--- src/rtl/issue_sel_pkg.sv ---
package issue_sel_pkg;
  // Outcome of one selection step inside a cycle.
  typedef enum logic [1:0] {
    ACT_NONE  = 2'd0,
    ACT_GRANT = 2'd1,
    ACT_DROP  = 2'd2
  } step_act_e;
endpackage

--- src/rtl/iss_class_queue.sv ---
// One class queue kept sorted by sequence number, oldest at index 0.
// Entry layout: [SEQ_W-1:0] sequence, then thread, squash flag at the MSB.
module iss_class_queue #(
  parameter int DEPTH = 4,
  parameter int EW    = 11,
  parameter int SEQ_W = 8,
  parameter int POP_W = 2,
  parameter int QCW   = $clog2(DEPTH + 1)
) (
  input  logic                       clk,
  input  logic                       rst_n,
  input  logic                       ins_en,
  input  logic [EW-1:0]              ins_ent,
  input  logic [POP_W-1:0]           pop_n,
  output logic [DEPTH-1:0][EW-1:0]   ents,
  output logic [QCW-1:0]             cnt
);
  logic [DEPTH-1:0][EW-1:0] ents_q, sh, nxt;
  logic [QCW-1:0]           cnt_q, nxt_cnt;

  always_comb begin
    int left;
    int pos;
    // remove the entries taken this cycle from the front
    for (int i = 0; i < DEPTH; i++) begin
      sh[i] = '0;
      if (i + int'(pop_n) < DEPTH) sh[i] = ents_q[i + int'(pop_n)];
    end
    left = int'(cnt_q) - int'(pop_n);
    // insertion point: number of survivors older than the new entry
    pos = 0;
    for (int i = 0; i < DEPTH; i++) begin
      if (i < left && sh[i][SEQ_W-1:0] < ins_ent[SEQ_W-1:0]) pos = pos + 1;
    end
    nxt     = sh;
    nxt_cnt = QCW'(left);
    if (ins_en) begin
      for (int i = 0; i < DEPTH; i++) begin
        if (i == pos) nxt[i] = ins_ent;
        else if (i > pos && i > 0) nxt[i] = sh[i-1];
      end
      nxt_cnt = QCW'(left + 1);
    end
  end

  always_ff @(posedge clk) begin
    if (!rst_n) begin
      ents_q <= '0;
      cnt_q  <= '0;
    end else begin
      ents_q <= nxt;
      cnt_q  <= nxt_cnt;
    end
  end

  assign ents = ents_q;
  assign cnt  = cnt_q;
endmodule

--- src/rtl/iss_oldest_pick.sv ---
// Finds the eligible candidate with the smallest sequence number.
module iss_oldest_pick #(
  parameter int N     = 4,
  parameter int SEQ_W = 8,
  parameter int IW    = (N > 1) ? $clog2(N) : 1
) (
  input  logic [N-1:0]            elig,
  input  logic [N-1:0][SEQ_W-1:0] seqs,
  output logic                    any,
  output logic [IW-1:0]           idx
);
  logic [SEQ_W-1:0] best;

  always_comb begin
    any  = 1'b0;
    idx  = '0;
    best = '0;
    for (int i = 0; i < N; i++) begin
      if (elig[i] && (!any || seqs[i] < best)) begin
        any  = 1'b1;
        idx  = IW'(i);
        best = seqs[i];
      end
    end
  end
endmodule

--- src/rtl/iss_ev_counter.sv ---
// Wrapping event counter advanced by a small amount per cycle.
module iss_ev_counter #(
  parameter int W  = 16,
  parameter int IW = 1
) (
  input  logic          clk,
  input  logic          rst_n,
  input  logic [IW-1:0] inc,
  output logic [W-1:0]  q
);
  always_ff @(posedge clk) begin
    if (!rst_n) q <= '0;
    else        q <= q + W'(inc);
  end
endmodule

--- src/rtl/issue_sel.sv ---
module issue_sel
  import issue_sel_pkg::*;
#(
  parameter int NCLS    = 4,
  parameter int DEPTH   = 4,
  parameter int ISSUE_W = 2,
  parameter int SEQ_W   = 8,
  parameter int TID_W   = 2,
  parameter int CNT_W   = 16,
  parameter int CLS_W   = (NCLS > 1) ? $clog2(NCLS) : 1
) (
  input  logic                      clk,
  input  logic                      rst_n,
  input  logic                      push_valid,
  output logic                      push_ready,
  input  logic [SEQ_W-1:0]          push_seq,
  input  logic [CLS_W-1:0]          push_cls,
  input  logic                      push_squash,
  input  logic [TID_W-1:0]          push_tid,
  input  logic [NCLS-1:0]           fu_free,
  output logic [ISSUE_W-1:0]        gnt_valid,
  output logic [ISSUE_W*SEQ_W-1:0]  gnt_seq,
  output logic [ISSUE_W*CLS_W-1:0]  gnt_cls,
  output logic [ISSUE_W*TID_W-1:0]  gnt_tid,
  output logic [NCLS*CNT_W-1:0]     busy_cnt,
  output logic [CNT_W-1:0]          squash_cnt
);
  localparam int PW  = $clog2(ISSUE_W + 1);
  localparam int EW  = SEQ_W + TID_W + 1;
  localparam int QCW = $clog2(DEPTH + 1);
  localparam int SQ  = EW - 1;

  logic [DEPTH-1:0][EW-1:0] q_ents [NCLS];
  logic [QCW-1:0]           q_cnt  [NCLS];
  logic [ISSUE_W-1:0]       drop_v;
  logic [EW-1:0]            push_ent;

  assign push_ent = {push_squash, push_tid, push_seq};

  always_comb begin
    push_ready = 1'b0;
    for (int c = 0; c < NCLS; c++) begin
      if (push_cls == CLS_W'(c)) push_ready = (q_cnt[c] != QCW'(DEPTH));
    end
  end

  // Selection steps, chained: each sees the removals made by the ones before.
  for (genvar k = 0; k < ISSUE_W; k++) begin : g_step
    logic [NCLS-1:0][PW-1:0]    pc_in, pc_out;
    logic [NCLS-1:0]            us_in, us_out;
    logic [NCLS-1:0]            hv, elig;
    logic [NCLS-1:0][EW-1:0]    hent;
    logic [NCLS-1:0][SEQ_W-1:0] hseq;
    logic                       any;
    logic [CLS_W-1:0]           win;
    logic [EW-1:0]              went;
    step_act_e                  act;
    logic                       v_q;
    logic [SEQ_W-1:0]           s_q;
    logic [CLS_W-1:0]           c_q;
    logic [TID_W-1:0]           t_q;

    if (k == 0) begin : g_first
      assign pc_in = '0;
      assign us_in = '0;
    end else begin : g_chain
      assign pc_in = g_step[k-1].pc_out;
      assign us_in = g_step[k-1].us_out;
    end

    always_comb begin
      for (int c = 0; c < NCLS; c++) begin
        hv[c]   = 1'b0;
        hent[c] = '0;
        for (int j = 0; j < DEPTH; j++) begin
          if (j == int'(pc_in[c]) && j < int'(q_cnt[c])) begin
            hv[c]   = 1'b1;
            hent[c] = q_ents[c][j];
          end
        end
        hseq[c] = hent[c][SEQ_W-1:0];
        elig[c] = hv[c] && (hent[c][SQ] || (fu_free[c] && !us_in[c]));
      end
    end

    iss_oldest_pick #(.N(NCLS), .SEQ_W(SEQ_W), .IW(CLS_W)) u_pick (
      .elig (elig),
      .seqs (hseq),
      .any  (any),
      .idx  (win)
    );

    always_comb begin
      went   = hent[win];
      pc_out = pc_in;
      us_out = us_in;
      act    = ACT_NONE;
      if (any) begin
        pc_out[win] = pc_in[win] + 1'b1;
        if (went[SQ]) begin
          act = ACT_DROP;
        end else begin
          act         = ACT_GRANT;
          us_out[win] = 1'b1;
        end
      end
    end

    always_ff @(posedge clk) begin
      if (!rst_n) begin
        v_q <= 1'b0;
        s_q <= '0;
        c_q <= '0;
        t_q <= '0;
      end else begin
        v_q <= (act == ACT_GRANT);
        s_q <= went[SEQ_W-1:0];
        c_q <= win;
        t_q <= went[SEQ_W +: TID_W];
      end
    end

    assign drop_v[k]                   = (act == ACT_DROP);
    assign gnt_valid[k]                = v_q;
    assign gnt_seq[k*SEQ_W +: SEQ_W]   = s_q;
    assign gnt_cls[k*CLS_W +: CLS_W]   = c_q;
    assign gnt_tid[k*TID_W +: TID_W]   = t_q;
  end

  // Per-class queue, removal count and stall accounting.
  for (genvar c = 0; c < NCLS; c++) begin : g_cls
    logic [PW-1:0] fin_pc;
    logic          fin_v, fin_sq, ins_en, busy_inc;

    assign fin_pc = g_step[ISSUE_W-1].pc_out[c];
    assign ins_en = push_valid && push_ready && (push_cls == CLS_W'(c));

    always_comb begin
      fin_v  = 1'b0;
      fin_sq = 1'b0;
      for (int j = 0; j < DEPTH; j++) begin
        if (j == int'(fin_pc) && j < int'(q_cnt[c])) begin
          fin_v  = 1'b1;
          fin_sq = q_ents[c][j][SQ];
        end
      end
    end

    assign busy_inc = fin_v && !fin_sq && !fu_free[c];

    iss_class_queue #(.DEPTH(DEPTH), .EW(EW), .SEQ_W(SEQ_W), .POP_W(PW), .QCW(QCW)) u_q (
      .clk     (clk),
      .rst_n   (rst_n),
      .ins_en  (ins_en),
      .ins_ent (push_ent),
      .pop_n   (fin_pc),
      .ents    (q_ents[c]),
      .cnt     (q_cnt[c])
    );

    iss_ev_counter #(.W(CNT_W), .IW(1)) u_busy (
      .clk   (clk),
      .rst_n (rst_n),
      .inc   (busy_inc),
      .q     (busy_cnt[c*CNT_W +: CNT_W])
    );
  end

  iss_ev_counter #(.W(CNT_W), .IW(PW)) u_drop (
    .clk   (clk),
    .rst_n (rst_n),
    .inc   (PW'($countones(drop_v))),
    .q     (squash_cnt)
  );
endmodule

--- config.mk ---
export PLATFORM = sky130hd
export DESIGN_NAME = issue_sel
export DESIGN_NICKNAME = d
export VERILOG_FILES = /design/src/rtl/issue_sel_pkg.sv /design/src/rtl/iss_class_queue.sv /design/src/rtl/iss_oldest_pick.sv /design/src/rtl/iss_ev_counter.sv /design/src/rtl/issue_sel.sv
export SDC_FILE = /design/constraint.sdc
export NUM_CORES = 1
export LEC_CHECK = 0
export ABC_AREA = 1
export ABC_CLOCK_PERIOD_IN_PS = 33400
export BUFFER_PORTS_ARGS = -buffer_cell sky130_fd_sc_hd__buf_2
export CAP_MARGIN = 20
export CELL_PAD_IN_SITES_DETAIL_PLACEMENT = 1
export CELL_PAD_IN_SITES_GLOBAL_PLACEMENT = 2
export CORE_MARGIN = 1.5
export CORE_UTILIZATION = 35
export CTS_CLUSTER_SIZE = 40
export DETAILED_ROUTE_END_ITERATION = 10
export GPL_TIMING_DRIVEN = 0
export PLACE_DENSITY = 0.85
export SETUP_SLACK_MARGIN = 0.5
export SYNTH_ARGS = -nofsm -noshare
export SYNTH_HDL_FRONTEND = slang
export SYNTH_HIERARCHICAL = 1
export SYNTH_SLANG_ARGS = --single-unit
--- constraint.sdc ---
create_clock -name clk -period 33.4 [get_ports clk]
set_clock_uncertainty 0.2 [all_clocks]
set_input_delay 3.34 -clock clk [delete_from_list [all_inputs] [get_ports clk]]
set_output_delay 3.34 -clock clk [all_outputs]
set_load 0.005 [all_outputs]
==> impl_metrics.ini <==
[setup_path]
required_ns = 33.64
critPathMaxFanout = 10
cp_slowest_stage_delay_ns = 0.77
crit_top_cell = nand2_1
crit_type = in2reg
cp-end-kind = flop
critPathLaunchType = primary input
cp_data_arrival_time_ns = 20.36
slowest_stage = nor2_1

[final_layout]
layout_commonest_cell = nand2_1
final_cell_mix = nand2_1 (1170), inv_1 (485), nor2_1 (427), o21ai_0 (374), a21oi_1 (313)
n_fill_cell = 10100
final_area_sq_um = 29300
area_growth_syn_to_layout_pct = 11.9
final_layout_size_suffix_gt1_share_pct = 11.2
fin_nets = 4684

[yosys]
syn_inst = 4290
seq_area_frac_synth_pct = 22.4
yosys.area_share.xor_xnor_pct = 0.759
muxShareOfSynthArea_pct = 0
ys_seq_elements = 294
synthAdderAreaFrac_pct = 9.97
avgSynthCellArea_sq_um = 6.11
mappedNetlistArea_sq_um = 26200
synthSimpleGateAreaFrac_pct = 35.5
ys_types = 51
synth_fp_nets = 4516
synth_top_family_by_area = simple AND/OR/NAND/NOR gates
synth-compound-area-share_pct = 19.7
ys_warn_count = 6

[die]
chipHeight_um = 277
die_w_um = 277
design.core.area_sq_um = 74300
placementRows = 100
die_area_sq_um = 76600
start_util_pct = 35.3
top_level_ports = 127

[global_route]
antenna_found_initial = 1
grt_pass1_vias = 28900
grt_overflow = 0
grt_pass1_wl_um = 176000
grt_util_all_layers_pct = 29.6
grt_max_degree = 31

[cts]
cts_tree = yes
h-tree-depth = 2
cts-resized-gates = 0
clk_path_buf_depth = 3
cts_sinks = 294
hold_buffers = 0
path_clk_slew_ns = 0.06
clkLatencyLatePin_ns = 0.59
cts_root_buf = clkbuf_16
postCtsSetupBuffers = 0
numCtsBuffers = 40

[placement]
portBuffers = 126
post-place-ws_ns = 13.07
hpwl_um = 91700
dpl_cell_area_sq_um = 28100
gp_congestion = 0.951

[status]
status = finished clean

[sta]
fmax_mhz = 49.7
fin_ws_ns = 13.28
final_max_slew_viol_count = 0
rsz0062_at_grt = no
max_slew_margin_pct = 31.4
fin_setup_tns_ns = 0
period_share_pct = 60.2
fin_crit_ns = 20.12
tightestPinTransition_ns = 1.02
setup_violations = 0
final_hold_viol_count = 0
fin_hold_ws_ns = 0.273

[detailed_routing]
drtIter0Drc = 2318
detail-route-antenna-nets = 0
drt_wl_total_um = 116000
via_per_inst = 5.43
post_drt_wl_per_cell_um = 21.3
dr_total_vias = 29600
firstDrtPassIters = 5
route.detailed.drc = 0

[worst_hold_path]
hold_path.class = reg2reg

[run]
drv_cap = 0
## cell type report
class / count / area, sq um / share of cell area [%]
multi-input combinational: 3270 / 17300 / 58.9
sequential: 294 / 5890 / 20.1
inverter: 536 / 2040 / 6.94
timing repair buffer: 126 / 631 / 2.15
buffer: 190 / 1030 / 3.50
antenna: 1 / 2.50 / 0.00853
clock buffer: 58 / 1140 / 3.88
tap: 969 / 1210 / 4.13
clock inverter: 12 / 140 / 0.478
## registers in the layout, indices dropped and copies added, names as in the netlist
signal,count
g_cls.u_q/cnt,12
u_drop/q,16
g_cls.u_busy/q,64
g_step.v_q,2
g_step.s_q,16
g_cls.u_q/ents,176
g_step.c_q,4
g_step.t_q,4
## metal layers
layer	global-route usage [%]	part of all wire, %
met1	40.8	46
met2	48.6	45
met3	3.08	5.8
met4	8.75	3.0
met5	0	0
## cell families (layout without fill, tap and decap cells)
logic type | Yosys count | in the layout
xor+xnor | 15 | 15
flops | 294 | 294
other cells | 0 | 1
buf+inv | 726 | 922
compound gates | 942 | 942
fa+ha+maj | 206 | 206
simple gates | 2107 | 2107
## synthesized netlist by cell type (all sizes together)
library cell,instances,area (sq um)
nand2,1241,4950
inv,528,2010
nor2,461,1940
o21ai,438,2200
a21oi,341,1810
dfxtp,294,5890
nand3,276,1610
ha,201,2510
clkbuf,112,420
a31oi,86,538
buf,76,589
nor3,44,225
nand4,43,269
nand3b,27,203
a22oi,16,120
o21bai,15,128
or2,14,87.6
xor2,11,134
o21a,10,75.1
a211oi,8,70.1
clkinv,8,30.0
o211ai,7,52.6
fa,5,100
o22ai,5,31.3
a21o,4,30.0
a41oi,4,35.0
o2111ai,4,35.0
o221ai,4,35.0
xnor2,4,65.1
dlygate4sd1,2,17.5
nor4,1,6.26
## through the flow
step / std cells / utilization (%)
after floorplan: 4290 / -
after global routing: 5455 / 39.5
after detailed placement: 5385 / 37.8
after global placement: 5385 / 37.8
after CTS: 5455 / 39.5
final: 5456 / 39.5
## path summary, 6_finish.rpt
path	startpoint	to	slack, ns	depth (start not counted)
worst max register to register	g_cls[0].u_q/cnt[2]	g_cls[1].u_q/ents[22]	15.03	100
worst min register to register	u_drop/q[10]	u_drop/q[10]	0.27	2
worst min-delay path	u_drop/q[10]	u_drop/q[10]	0.27	2
worst max-delay path	fu_free[0]	g_cls[1].u_q/ents[22]	13.28	99
## critical path, delay by kind of cell
family	cells	cell delay, ns
simple gates	54	7.09
compound gates	19	3.19
buf+inv	17	3.87
fa+ha+maj	9	2.81
Power is left out: the tool's default activity adds up to more than one toggle a clock period on the data nets, which glitch-free logic cannot reach.
